<file path="config.mk">
export PLATFORM = sky130hd
export DESIGN_NAME = alu_accum
export DESIGN_NICKNAME = d
export VERILOG_FILES = /design/src/rtl/alu_pkg.sv /design/src/rtl/alu_width_sel.sv /design/src/rtl/alu_adder.sv /design/src/rtl/alu_logic.sv /design/src/rtl/alu_accum.sv
export SDC_FILE = /design/constraint.sdc
export NUM_CORES = 1
export LEC_CHECK = 0
export ABC_AREA = 1
export ABC_CLOCK_PERIOD_IN_PS = 9650
export BUFFER_PORTS_ARGS = -buffer_cell sky130_fd_sc_hd__buf_2
export CAP_MARGIN = 20
export CORE_UTILIZATION = 35
export CTS_CLUSTER_DIAMETER = 150
export DETAILED_ROUTE_END_ITERATION = 8
export HOLD_SLACK_MARGIN = 0.15
export PLACE_DENSITY_LB_ADDON = 0.05
export SYNTH_ARGS = -nofsm -noshare
export SYNTH_HDL_FRONTEND = slang
export SYNTH_HIERARCHICAL = 1
export SYNTH_SLANG_ARGS = --single-unit
</file>
<file path="constraint.sdc">
create_clock -name clk -period 9.65 [get_ports clk]
set_input_delay 1.4475 -clock clk [delete_from_list [all_inputs] [get_ports clk]]
set_output_delay 1.4475 -clock clk [all_outputs]
set_load 0.1 [all_outputs]
</file>
<file path="src/rtl/alu_pkg.sv">
package alu_pkg;
  localparam int BYTE_W = 8;
  localparam int NUM_SZ = 3;

  typedef enum logic [3:0] {
    OP_ADD = 4'd0,
    OP_ADC = 4'd1,
    OP_SUB = 4'd2,
    OP_SBC = 4'd3,
    OP_NEG = 4'd4,
    OP_AND = 4'd5,
    OP_OR  = 4'd6,
    OP_XOR = 4'd7,
    OP_INC = 4'd8,
    OP_DEC = 4'd9,
    OP_LDZ = 4'd10,
    OP_SWW = 4'd11,
    OP_SWB = 4'd12
  } alu_op_e;
endpackage

</file>
<file path="src/rtl/alu_width_sel.sv">
module alu_width_sel #(
  parameter int W = 32
) (
  input  logic [1:0]                 size,
  output logic [alu_pkg::NUM_SZ-1:0] sel,
  output logic [W-1:0]               mask
);
  localparam int QW = W / 4;
  localparam int HW = W / 2;

  always_comb begin
    case (size)
      2'b00:   sel = 3'b001;
      2'b01:   sel = 3'b010;
      default: sel = 3'b100;
    endcase
    if (sel[0])      mask = {{(W-QW){1'b0}}, {QW{1'b1}}};
    else if (sel[1]) mask = {{(W-HW){1'b0}}, {HW{1'b1}}};
    else             mask = {W{1'b1}};
  end
endmodule

</file>
<file path="src/rtl/alu_adder.sv">
module alu_adder #(
  parameter int W = 32
) (
  input  logic [W-1:0]               a,
  input  logic [W-1:0]               b,
  input  logic                       cin,
  input  logic [alu_pkg::NUM_SZ-1:0] sel,
  output logic [W-1:0]               sum,
  output logic                       cout,
  output logic                       ovf
);
  logic [W:0]                 s;
  logic [alu_pkg::NUM_SZ-1:0] co;
  logic [alu_pkg::NUM_SZ-1:0] ci_top;

  assign s   = {1'b0, a} + {1'b0, b} + {{W{1'b0}}, cin};
  assign sum = s[W-1:0];

  for (genvar i = 0; i < alu_pkg::NUM_SZ; i++) begin : g_lane
    localparam int LW = W >> (alu_pkg::NUM_SZ - 1 - i);
    assign ci_top[i] = s[LW-1] ^ a[LW-1] ^ b[LW-1];
    if (LW == W) begin : g_full
      assign co[i] = s[W];
    end else begin : g_part
      assign co[i] = s[LW] ^ a[LW] ^ b[LW];
    end
  end

  assign cout = |(sel & co);
  assign ovf  = |(sel & (co ^ ci_top));
endmodule

</file>
<file path="src/rtl/alu_logic.sv">
module alu_logic #(
  parameter int W = 32
) (
  input  alu_pkg::alu_op_e            op,
  input  logic [W-1:0]                a,
  input  logic [W-1:0]                b,
  input  logic [alu_pkg::BYTE_W-1:0]  imm,
  output logic [W-1:0]                y
);
  import alu_pkg::*;
  localparam int HW = W / 2;

  always_comb begin
    case (op)
      OP_AND:  y = a & b;
      OP_OR:   y = a | b;
      OP_XOR:  y = a ^ b;
      OP_LDZ:  y = {{(W-BYTE_W){1'b0}}, imm};
      OP_SWW:  y = {a[HW-1:0], a[W-1:HW]};
      OP_SWB:  y = {a[W-1:HW], a[BYTE_W-1:0], a[HW-1:BYTE_W]};
      default: y = a;
    endcase
  end
endmodule

</file>
<file path="src/rtl/alu_accum.sv">
module alu_accum #(
  parameter int W = 32
) (
  input  logic         clk,
  input  logic         rst,
  input  logic         in_valid,
  input  logic [3:0]   op,
  input  logic [1:0]   size,
  input  logic [W-1:0] opnd_a,
  input  logic [W-1:0] opnd_b,
  input  logic [7:0]   imm,
  input  logic         carry_in,
  input  logic         ovf_in,
  output logic         out_valid,
  output logic [W-1:0] result,
  output logic         flag_n,
  output logic         flag_v,
  output logic         flag_c,
  output logic         flag_z
);
  import alu_pkg::*;
  localparam int QW = W / 4;
  localparam int HW = W / 2;

  alu_op_e            op_e;
  logic [NUM_SZ-1:0]  sel;
  logic [W-1:0]       mask;
  logic [W-1:0]       add_a, add_b, step, sum, lg_y, raw, res;
  logic               add_ci, add_co, add_ov, is_arith, is_swap;
  logic               c_nxt, v_nxt, n_nxt, z_nxt;

  assign op_e = alu_op_e'(op);
  assign step = {{(W-BYTE_W){1'b0}}, imm} + {{(W-1){1'b0}}, 1'b1};

  alu_width_sel #(.W(W)) u_wsel (.size(size), .sel(sel), .mask(mask));

  always_comb begin
    add_a    = opnd_a;
    add_b    = opnd_b;
    add_ci   = 1'b0;
    is_arith = 1'b1;
    case (op_e)
      OP_ADD: add_ci = 1'b0;
      OP_ADC: add_ci = carry_in;
      OP_SUB: begin add_b = ~opnd_b; add_ci = 1'b1;     end
      OP_SBC: begin add_b = ~opnd_b; add_ci = carry_in; end
      OP_NEG: begin add_a = '0; add_b = ~opnd_a; add_ci = 1'b1; end
      OP_INC: add_b = step;
      OP_DEC: begin add_b = ~step; add_ci = 1'b1; end
      default: is_arith = 1'b0;
    endcase
  end

  alu_adder #(.W(W)) u_add (
    .a(add_a), .b(add_b), .cin(add_ci), .sel(sel),
    .sum(sum), .cout(add_co), .ovf(add_ov)
  );

  alu_logic #(.W(W)) u_logic (
    .op(op_e), .a(opnd_a), .b(opnd_b), .imm(imm), .y(lg_y)
  );

  assign is_swap = (op_e == OP_SWW) || (op_e == OP_SWB);
  assign raw     = is_arith ? sum : lg_y;
  assign res     = is_swap ? raw : ((raw & mask) | (opnd_a & ~mask));

  // Flags with C/V only from the arithmetic ops that define them
  always_comb begin
    n_nxt = |(sel & {res[W-1], res[HW-1], res[QW-1]});
    z_nxt = ~|(res & mask);
    if (op_e <= OP_NEG) begin
      c_nxt = add_co;
      v_nxt = add_ov;
    end else begin
      c_nxt = carry_in;
      v_nxt = ovf_in;
    end
  end

  always_ff @(posedge clk) begin
    if (rst) begin
      out_valid <= 1'b0;
      result    <= '0;
      flag_n    <= 1'b0;
      flag_v    <= 1'b0;
      flag_c    <= 1'b0;
      flag_z    <= 1'b0;
    end else begin
      out_valid <= in_valid;
      if (in_valid) begin
        result <= res;
        flag_n <= n_nxt;
        flag_v <= v_nxt;
        flag_c <= c_nxt;
        flag_z <= z_nxt;
      end
    end
  end
endmodule

</file>
# Word-level counts from Yosys, hierarchy flattened
# Index checks and enable logic that the tools add are counted.
# totals
reg_bits	37
output_inout_bits	37
elab_cells	72
# classes
addsub	3
magnitude_cmp	1
eq_ne	13
mux	12
bitwise_logic	25
n_reduce_logical	12
# op_table
operator	n
one-hot mux 32 bit (6 select lines)	1
2-to-1 mux 32 bit	5
bitwise AND 32 bit	4
one-hot mux 32 bit (4 select lines)	1
inverter 32 bit	3
bitwise OR 32 bit	2
adder 32 x 32 -> 33 bit	1
adder 33 x 1 -> 33 bit	1
inverter 9 -> 32 bit	1
OR reduction 32 bit	1
XOR 32 bit	1
equality test 4 bit (second input constant)	5
equality test 4 x 3 -> 1 bit (second input constant)	4
OR reduction 3 bit	4
XOR 1 bit	10
adder 8 x 1 -> 9 bit (second input constant)	1
bitwise AND 3 bit	3
equality test 4 x 2 -> 1 bit (second input constant)	2
OR reduction 7 bit	1
one-hot mux 3 bit (2 select lines)	1
equality test 4 x 1 -> 1 bit (second input constant)	1
less-or-equal comparator 4 x 3 -> 1 bit (second input constant)	1
logical NOT 4 bit	1
OR reduction 2 bit	2
7 further kinds	9

# Logic depth before layout (Yosys ltp)
# Gate-level depths: netlist of run 1.
# logic_depth
depth_word	12
depth_mapped	30
depth_no_buf	30

# By module
# Netlist of run 1, hierarchy kept.
# by_module_without_submodules
mod	instances	cells_each	area_per_inst_um2	seq_area_each_um2
alu_accum	1	665	3907.5	740.7
alu_logic	1	508	2811.4	0.0
alu_adder	1	380	2301.0	0.0
alu_width_sel	1	38	259.0	0.0

# Worst setup path after synthesis of run 1
# No wires, ideal clock.
# synth_timing
kind	input port to flip-flop
start	input op[1]
end	register flag_z
setup_time_ns	0.067
arrival_ns	4.440
required_ns	9.583
slack_ns	5.143
cell_stages	28
path_cell_list	nor2_4 > nand2_4 > nor2_2 > nor3_2 > a2111o_1 > inv_1 > fa_1 > inv_1 > fa_1 > nand2_1 > nand2_1 > and2_4 > a21oi_2 > inv_2 > nand3_1 > o211ai_2 > nand2_1 > nand2_1 > xor2_1 > inv_1 > nand2_1 > nand4_1 > nand2_1 > nor2_1 > nand2_1 > nor2_1 > nand2_1 > a21oi_2
# synth_via
elab_chain_cells	12
elab_cells_between_ends	32
cone_classes	add/sub: 2; eq/ne: 12; mux: 7; bitwise: 3; reduce/logical: 8
# synth_lines
item	line_no	source
start, declared	alu_accum.sv:7	input logic [3:0] op,
equality test 4 x 2 -> 1 bit	alu_accum.sv:42	case (op_e)
OR reduction 2 bit (no source line)	n/a	
one-hot mux 32 bit (4 select lines) *	alu_accum.sv:42	
via add_b[0]	alu_accum.sv:28	logic [W-1:0] add_a, add_b, step, sum, lg_y, raw, res;
adder 32 x 32 -> 33 bit *	alu_adder.sv:16	assign s = {1'b0, a} + {1'b0, b} + {{W{1'b0}}, cin};
adder 33 x 1 -> 33 bit *	alu_adder.sv:16	
via sum[26]	alu_accum.sv:28	
2-to-1 mux 32 bit *	alu_accum.sv:64	assign raw = is_arith ? sum : lg_y;
bitwise AND 32 bit	alu_accum.sv:65	assign res = is_swap ? raw : ((raw & mask) | (opnd_a & ~mask));
bitwise OR 32 bit	alu_accum.sv:65	
2-to-1 mux 32 bit *	alu_accum.sv:65	
bitwise AND 32 bit *	alu_accum.sv:70	z_nxt = ~|(res & mask);
OR reduction 32 bit *	alu_accum.sv:70	
logical NOT 1 bit *	alu_accum.sv:70	
end signal, assigned	alu_accum.sv:95	flag_z <= z_nxt;
end, declared	alu_accum.sv:19	output logic flag_z
# The timed path passes the listed nets; every way through them passes the cells marked *.
# A chain may end at the register's enable or synchronous reset.

# Worst setup path after layout of run 1
# Same ends and word-level chain as after synthesis.

==> results.json, run 1 <==
{
  "cts_setup_buffers": 0,
  "multi_input_area_um2": 6960,
  "ys_seq_area_frac": 0.0798,
  "ff2ff_path_depth": 2,
  "gp_congestion": 0.912,
  "fin_skew_ns": 0,
  "nFillCells": 2997,
  "ios": 120,
  "synth_cell_type_count": 53,
  "grt_start_max_net_pins": 76,
  "cts_tree": "yes",
  "synth-seq-cells": 37,
  "final.min_clock_period_ns": 5.76,
  "cts.sinks": 37,
  "cts.htree.levels": 2,
  "grt_pass1_wl_mm": 57.7,
  "portBuffers": 119,
  "area_growth_pct": 7.42,
  "p_leak_nw": 5.52,
  "hold_depth": 2,
  "wl_per_cell_um": 19.5,
  "hold_viol_final": 0,
  "cts_resized": 0,
  "grt.total_usage": 0.282,
  "seqCellArea_um2": 741,
  "antenna_found_initial": 0,
  "status": "completed",
  "synth_ff_type": "dfxtp_1",
  "ant_nets": 0,
  "setup_viol": 0,
  "dr.pass1.iters": 5,
  "grt_overflow": 0,
  "rows": 59,
  "synth_cells": 1591,
  "finalSetupTns_ns": 0,
  "pwr-share-seq": 0.157,
  "syn_avg_cell_area_um2": 5.83,
  "fin_nets": 1808,
  "slowest_delay_ns": 0.52,
  "grt_pass1_vias": 9402,
  "drc": 0,
  "cp_max_fo": 61,
  "p_sw_mw": 0.622,
  "cap_viol_max_count": 0,
  "min_period_over_period": 0.597,
  "cts_made_buffers": 5,
  "fp.dieH_um": 165,
  "grt_setup_unrepaired": "no",
  "p_int_mw": 0.481,
  "critPathLaunchType": "primary input",
  "drive_above_1_share": 0.123,
  "core_region_area_um2": 26100,
  "die_w_um": 165,
  "swShare": 0.564,
  "slew_headroom": 0.376,
  "clkLatencyLatePin_ns": 0.28,
  "pwr-share-clk": 0.145,
  "dp_hpwl_mm": 30.2,
  "maxSlewViolCount": 0,
  "hp-class": "reg -> reg",
  "peakVddDrop_mv": 0.133,
  "hold_buffers": 0,
  "slowest_stage": "buf_4",
  "p_per_area_nw_per_um2": 111,
  "pwr-share-comb": 0.699,
  "path_common_cell": "nand2_1",
  "cts_max_path_buffers": 2,
  "vias": 10535,
  "critPathRequiredTime_ns": 9.87,
  "worst_pin_slew_ns": 0.934,
  "cp-end-kind": "flip-flop",
  "die_area_um2": 27200,
  "fmaxAchievable_mhz": 174,
  "arrival_ns": 5.98,
  "ys.warnings.count": 6,
  "syn-cell-area_um2": 9280,
  "via_per_inst": 5.37,
  "dr.first_iter.drc_count": 1026,
  "ys_async_sr_fraction": 0,
  "cts_root_buf": "clkbuf_16",
  "critPathKind": "in -> reg",
  "report.power.total_mw": 1.10,
  "diodes": 0,
  "synth-edff-count": 0,
  "start_util": 0.356,
  "path_clk_slew_ns": 0.06,
  "wl_mm": 38.4
}
-- registers in the layout, summed over array words and instances (netlist names) --
register and count:
flag_c 1, flag_n 1, flag_v 1, flag_z 1
out_valid 1, result 32
-- per-layer routing --
metal / part of all wire / global-route usage / up-vias
met5: 0 / 0 / -
li1: - / - / 5274
met2: 0.40 / 0.405 / 345
met3: 0.061 / 0.0216 / 28
met1: 0.52 / 0.444 / 4888
met4: 0.017 / 0.0630 / 0
-- power by group through the flow --
stage	registers (mW)	logic (mW)	clock network, mW
global placement	0.176	0.759	0
finish	0.173	0.771	0.159
detailed placement	0.176	0.755	0
global route	0.174	0.842	0.170
CTS	0.173	0.758	0.163
floorplan	0.274	0.443	0
-- placed cells by master, fill, tap and decap left out, types with 12 or more instances in the layout --
| cell type | synthesis | layout |
|---|---|---|
| nand3_1 | 233 | 233 |
| a31oi_1 | 21 | 21 |
| a21oi_1 | 61 | 61 |
| nor2_1 | 149 | 146 |
| inv_1 | 256 | 256 |
| nand3b_1 | 46 | 46 |
| dfxtp_1 | 37 | 37 |
| ha_1 | 96 | 96 |
| buf_2 | 34 | 119 |
| nand2_1 | 296 | 296 |
| o21ai_0 | 60 | 60 |
| xor2_1 | 23 | 23 |
| nand2_2 | 15 | 15 |
| o211ai_1 | 21 | 21 |
| nand4_1 | 37 | 37 |
| xnor2_1 | 12 | 12 |
| o2111ai_1 | 20 | 20 |
-- synthesized netlist by cell type, types with 12 or more instances --
library cell | number | share of area
o21ai_0 | 60 | 0.032
xor2_1 | 23 | 0.022
nand4_1 | 37 | 0.025
clkbuf_1 | 25 | 0.010
a31oi_1 | 21 | 0.014
o2111ai_1 | 20 | 0.019
buf_2 | 34 | 0.018
inv_1 | 256 | 0.10
xnor2_1 | 12 | 0.011
ha_1 | 96 | 0.13
a21oi_1 | 61 | 0.033
dfxtp_1 | 37 | 0.080
nand2_1 | 296 | 0.12
nand3b_1 | 46 | 0.037
nand2_2 | 15 | 0.010
nand3_1 | 233 | 0.13
o211ai_1 | 21 | 0.017
buf_4 | 39 | 0.032
nor2_1 | 149 | 0.060
-- path summary, 6_finish.rpt --
check | startpoint | endpoint | slack [ns]
min | flag_c | flag_c | 0.47
max | op[1] | flag_z | 3.89
max reg2reg | result[29] | result[29] | 8.96
min reg2reg | flag_c | flag_c | 0.47
-- logic make-up (layout without fill, tap and decap cells) --
logic type	count (synthesis)	in the layout	share of synthesized area
compound gates	239	239	0.165
xor+xnor	37	37	0.0379
fa+ha+maj	98	98	0.134
buf+inv	374	404	0.177
flops	37	37	0.0798
other cells	1	8	0.000404
simple gates	805	805	0.407
-- worst max-delay path: cells and delay by family --
| family | cells | cell delay, ns |
|---|---|---|
| fa+ha+maj | 2 | 0.56 |
| buf+inv | 7 | 1.26 |
| xor+xnor | 1 | 0.16 |
| compound gates | 4 | 0.79 |
| simple gates | 17 | 1.78 |
-- cell type report --
type,count,share of cell area
multi-input cells,1187,0.698
inverters,268,0.101
flip-flops and latches,37,0.0743
repair buffers,128,0.0705
well taps,335,0.0421
clock buffers,5,0.0126
clock inverters,3,0.00176
-- per-stage QoR --
step                 util  hold WS (ns)  cell area [um2]  setup slack (ns)  cells
floorplan               -         0.930             9310              5.14   1598
finish              0.382         0.474             9970              3.89   1963
CTS                 0.380         0.484             9910              3.88   1961
global route        0.382         0.506             9970              3.49   1963
detailed placement  0.375         0.470             9770              3.59   1953
global placement    0.375         0.458             9770              3.66   1953
(Power assumes the default switching activity.)
==> run 2, diff against run 1 <==
--- a/config.mk
+++ b/config.mk
@@ -6,7 +6,7 @@
 export NUM_CORES = 1
 export LEC_CHECK = 0
 export ABC_AREA = 1
-export ABC_CLOCK_PERIOD_IN_PS = 9650
+export ABC_CLOCK_PERIOD_IN_PS = 5300
 export BUFFER_PORTS_ARGS = -buffer_cell sky130_fd_sc_hd__buf_2
 export CAP_MARGIN = 20
 export CORE_UTILIZATION = 35
==> constraint.sdc (replaced) <==
create_clock -name clk -period 5.3 [get_ports clk]
set_input_delay 0.795 -clock clk [delete_from_list [all_inputs] [get_ports clk]]
set_output_delay 0.795 -clock clk [all_outputs]
set_load 0.1 [all_outputs]
==> run 2 against run 1 <==
Net effect:
- final cell count increased by 0.25%
- register-to-register slack got worse by 4.4 ns
- total power increased by 86%
- sequential cell count unchanged
- clock-buffer cell count unchanged
- design area increased by 0.39%
- combinational power increased by 80%
- die area unchanged
- global-route usage decreased by 0.98 points
==> results.json, run 2 (synthesis results as in run 1) <==
{
  "slowest_stage": "nor3_4",
  "min_period_over_period": 0.844,
  "cts_resized": 0,
  "cts_setup_buffers": 0,
  "cts_root_buf": "clkbuf_16",
  "critPathLaunchType": "primary input",
  "hold_buffers": 0,
  "portBuffers": 119,
  "die_w_um": 165,
  "critPathRequiredTime_ns": 5.53,
  "grt_overflow": 0,
  "reg2reg_setup_slack_ns": 4.61,
  "grt_pass1_vias": 9247,
  "final_common_cell": "nand2_1",
  "cap_viol_max_count": 0,
  "peakVddDrop_mv": 0.288,
  "r2r-end": "result[6]",
  "cts.sinks": 37,
  "fin_nets": 1813,
  "hold_viol_final": 0,
  "seqCellArea_um2": 741,
  "antenna_found_initial": 0,
  "grt.total_usage": 0.272,
  "startpoint": "op[1]",
  "cp-end-kind": "flip-flop",
  "dp_hpwl_mm": 29.4,
  "pre_cts_ws_ns": 0.592,
  "rr_startpoint": "result[6]",
  "arrival_ns": 4.70,
  "dr.first_iter.drc_count": 1098,
  "multi_input_area_um2": 6960,
  "grt_pass1_wl_mm": 56.1,
  "path_depth": 27,
  "endpoint": "flag_z",
  "gp_congestion": 0.911,
  "final_cell_mix": "nand2_1 (296), inv_1 (256), nand3_1 (233), nor2_1 (146), buf_2 (119)",
  "finalWorstSetupSlack_ns": 0.827,
  "via_per_inst": 5.32,
  "slew_headroom": 0.371,
  "cts_tree": "yes",
  "wl_mm": 36.8,
  "cp_top_family": "simple AND/OR/NAND/NOR gates",
  "top_register": "result",
  "p_per_area_nw_per_um2": 205,
  "start_util": 0.356,
  "die_area_um2": 27200,
  "dr.pass1.iters": 5,
  "path_clk_slew_ns": 0.06,
  "vias": 10463,
  "diodes": 0,
  "wl_per_cell_um": 18.7,
  "fin_util": 0.384,
  "cts_made_buffers": 5,
  "fin_skew_ns": 0,
  "p_leak_nw": 5.54,
  "fmaxAchievable_mhz": 224,
  "path_common_cell": "nand2_1",
  "status": "completed",
  "clkLatencyLatePin_ns": 0.28,
  "finalSetupTns_ns": 0,
  "cts_max_path_buffers": 2,
  "hp-class": "reg -> reg",
  "ios": 120,
  "fp.dieH_um": 165,
  "maxSlewViolCount": 0,
  "worst_pin_slew_ns": 0.941,
  "final.min_clock_period_ns": 4.47,
  "largest_register_ff_count": 32,
  "grt_setup_unrepaired": "no",
  "critPathBufInv": 6,
  "core_region_area_um2": 26100,
  "nFillCells": 2938,
  "cp_max_fo": 25,
  "drc": 0,
  "drive_above_1_share": 0.126,
  "grt_start_max_net_pins": 60,
  "setup_viol": 0,
  "ant_nets": 0,
  "rows": 59,
  "cts.htree.levels": 2,
  "slowest_delay_ns": 0.41,
  "critPathKind": "in -> reg",
  "area_growth_pct": 7.83,
  "ff2ff_path_depth": 2
}
-- run 2: final cells by class --
cell class              count  area share
inverters                 268       0.101
clock buffers               5      0.0125
multi-input cells        1187       0.695
clock inverters             3     0.00463
flip-flops and latches     37      0.0740
repair buffers            133      0.0713
well taps                 335      0.0419
-- run 2: worst min-delay path by stage --
| stage | from | endpoint | slack (ns) | cells past startpoint |
|---|---|---|---|---|
| 2_1_floorplan | rst | flag_z | 0.86 | 1 |
| 3_3_place_gp | flag_c | flag_c | 0.46 | 2 |
| 3_5_place_dp | flag_c | flag_c | 0.47 | 2 |
| 4_1_cts | flag_c | flag_c | 0.49 | 2 |
| 5_1_grt | flag_c | flag_c | 0.51 | 2 |
| 6_report | flag_c | flag_c | 0.48 | 2 |
-- run 2: metal layers --
metal	up-vias	track usage	wire, um
met5	-	0	0
met4	0	0.0692	784
met3	37	0.00829	2330
met2	382	0.388	14700
met1	4745	0.435	19000
li1	5299	-	-
-- run 2: worst min-delay path: stages (launching register included) --
cell and delay (ns):
dfxtp_1 0.32, o211ai_1 0.08, inv_1 0.05
-- run 2: power by group --
| group | switching [mW] | internal, mW | total (mW) |
|---|---|---|---|
| logic | 0.994 | 0.401 | 1.39 |
| registers | 0.0109 | 0.303 | 0.314 |
| clock network | 0.120 | 0.223 | 0.343 |
-- run 2: per-stage QoR --
stage / hold slack (ns) / cells / total power, mW / cell area (um2)
after global placement: 0.461 / 1960 / 1.70 / 9830
after floorplan: 0.857 / 1598 / 1.31 / 9310
final: 0.476 / 1968 / 2.05 / 10000
after CTS: 0.488 / 1968 / 2.04 / 10000
after global routing: 0.512 / 1968 / 2.21 / 10000
after detailed placement: 0.474 / 1960 / 1.69 / 9830
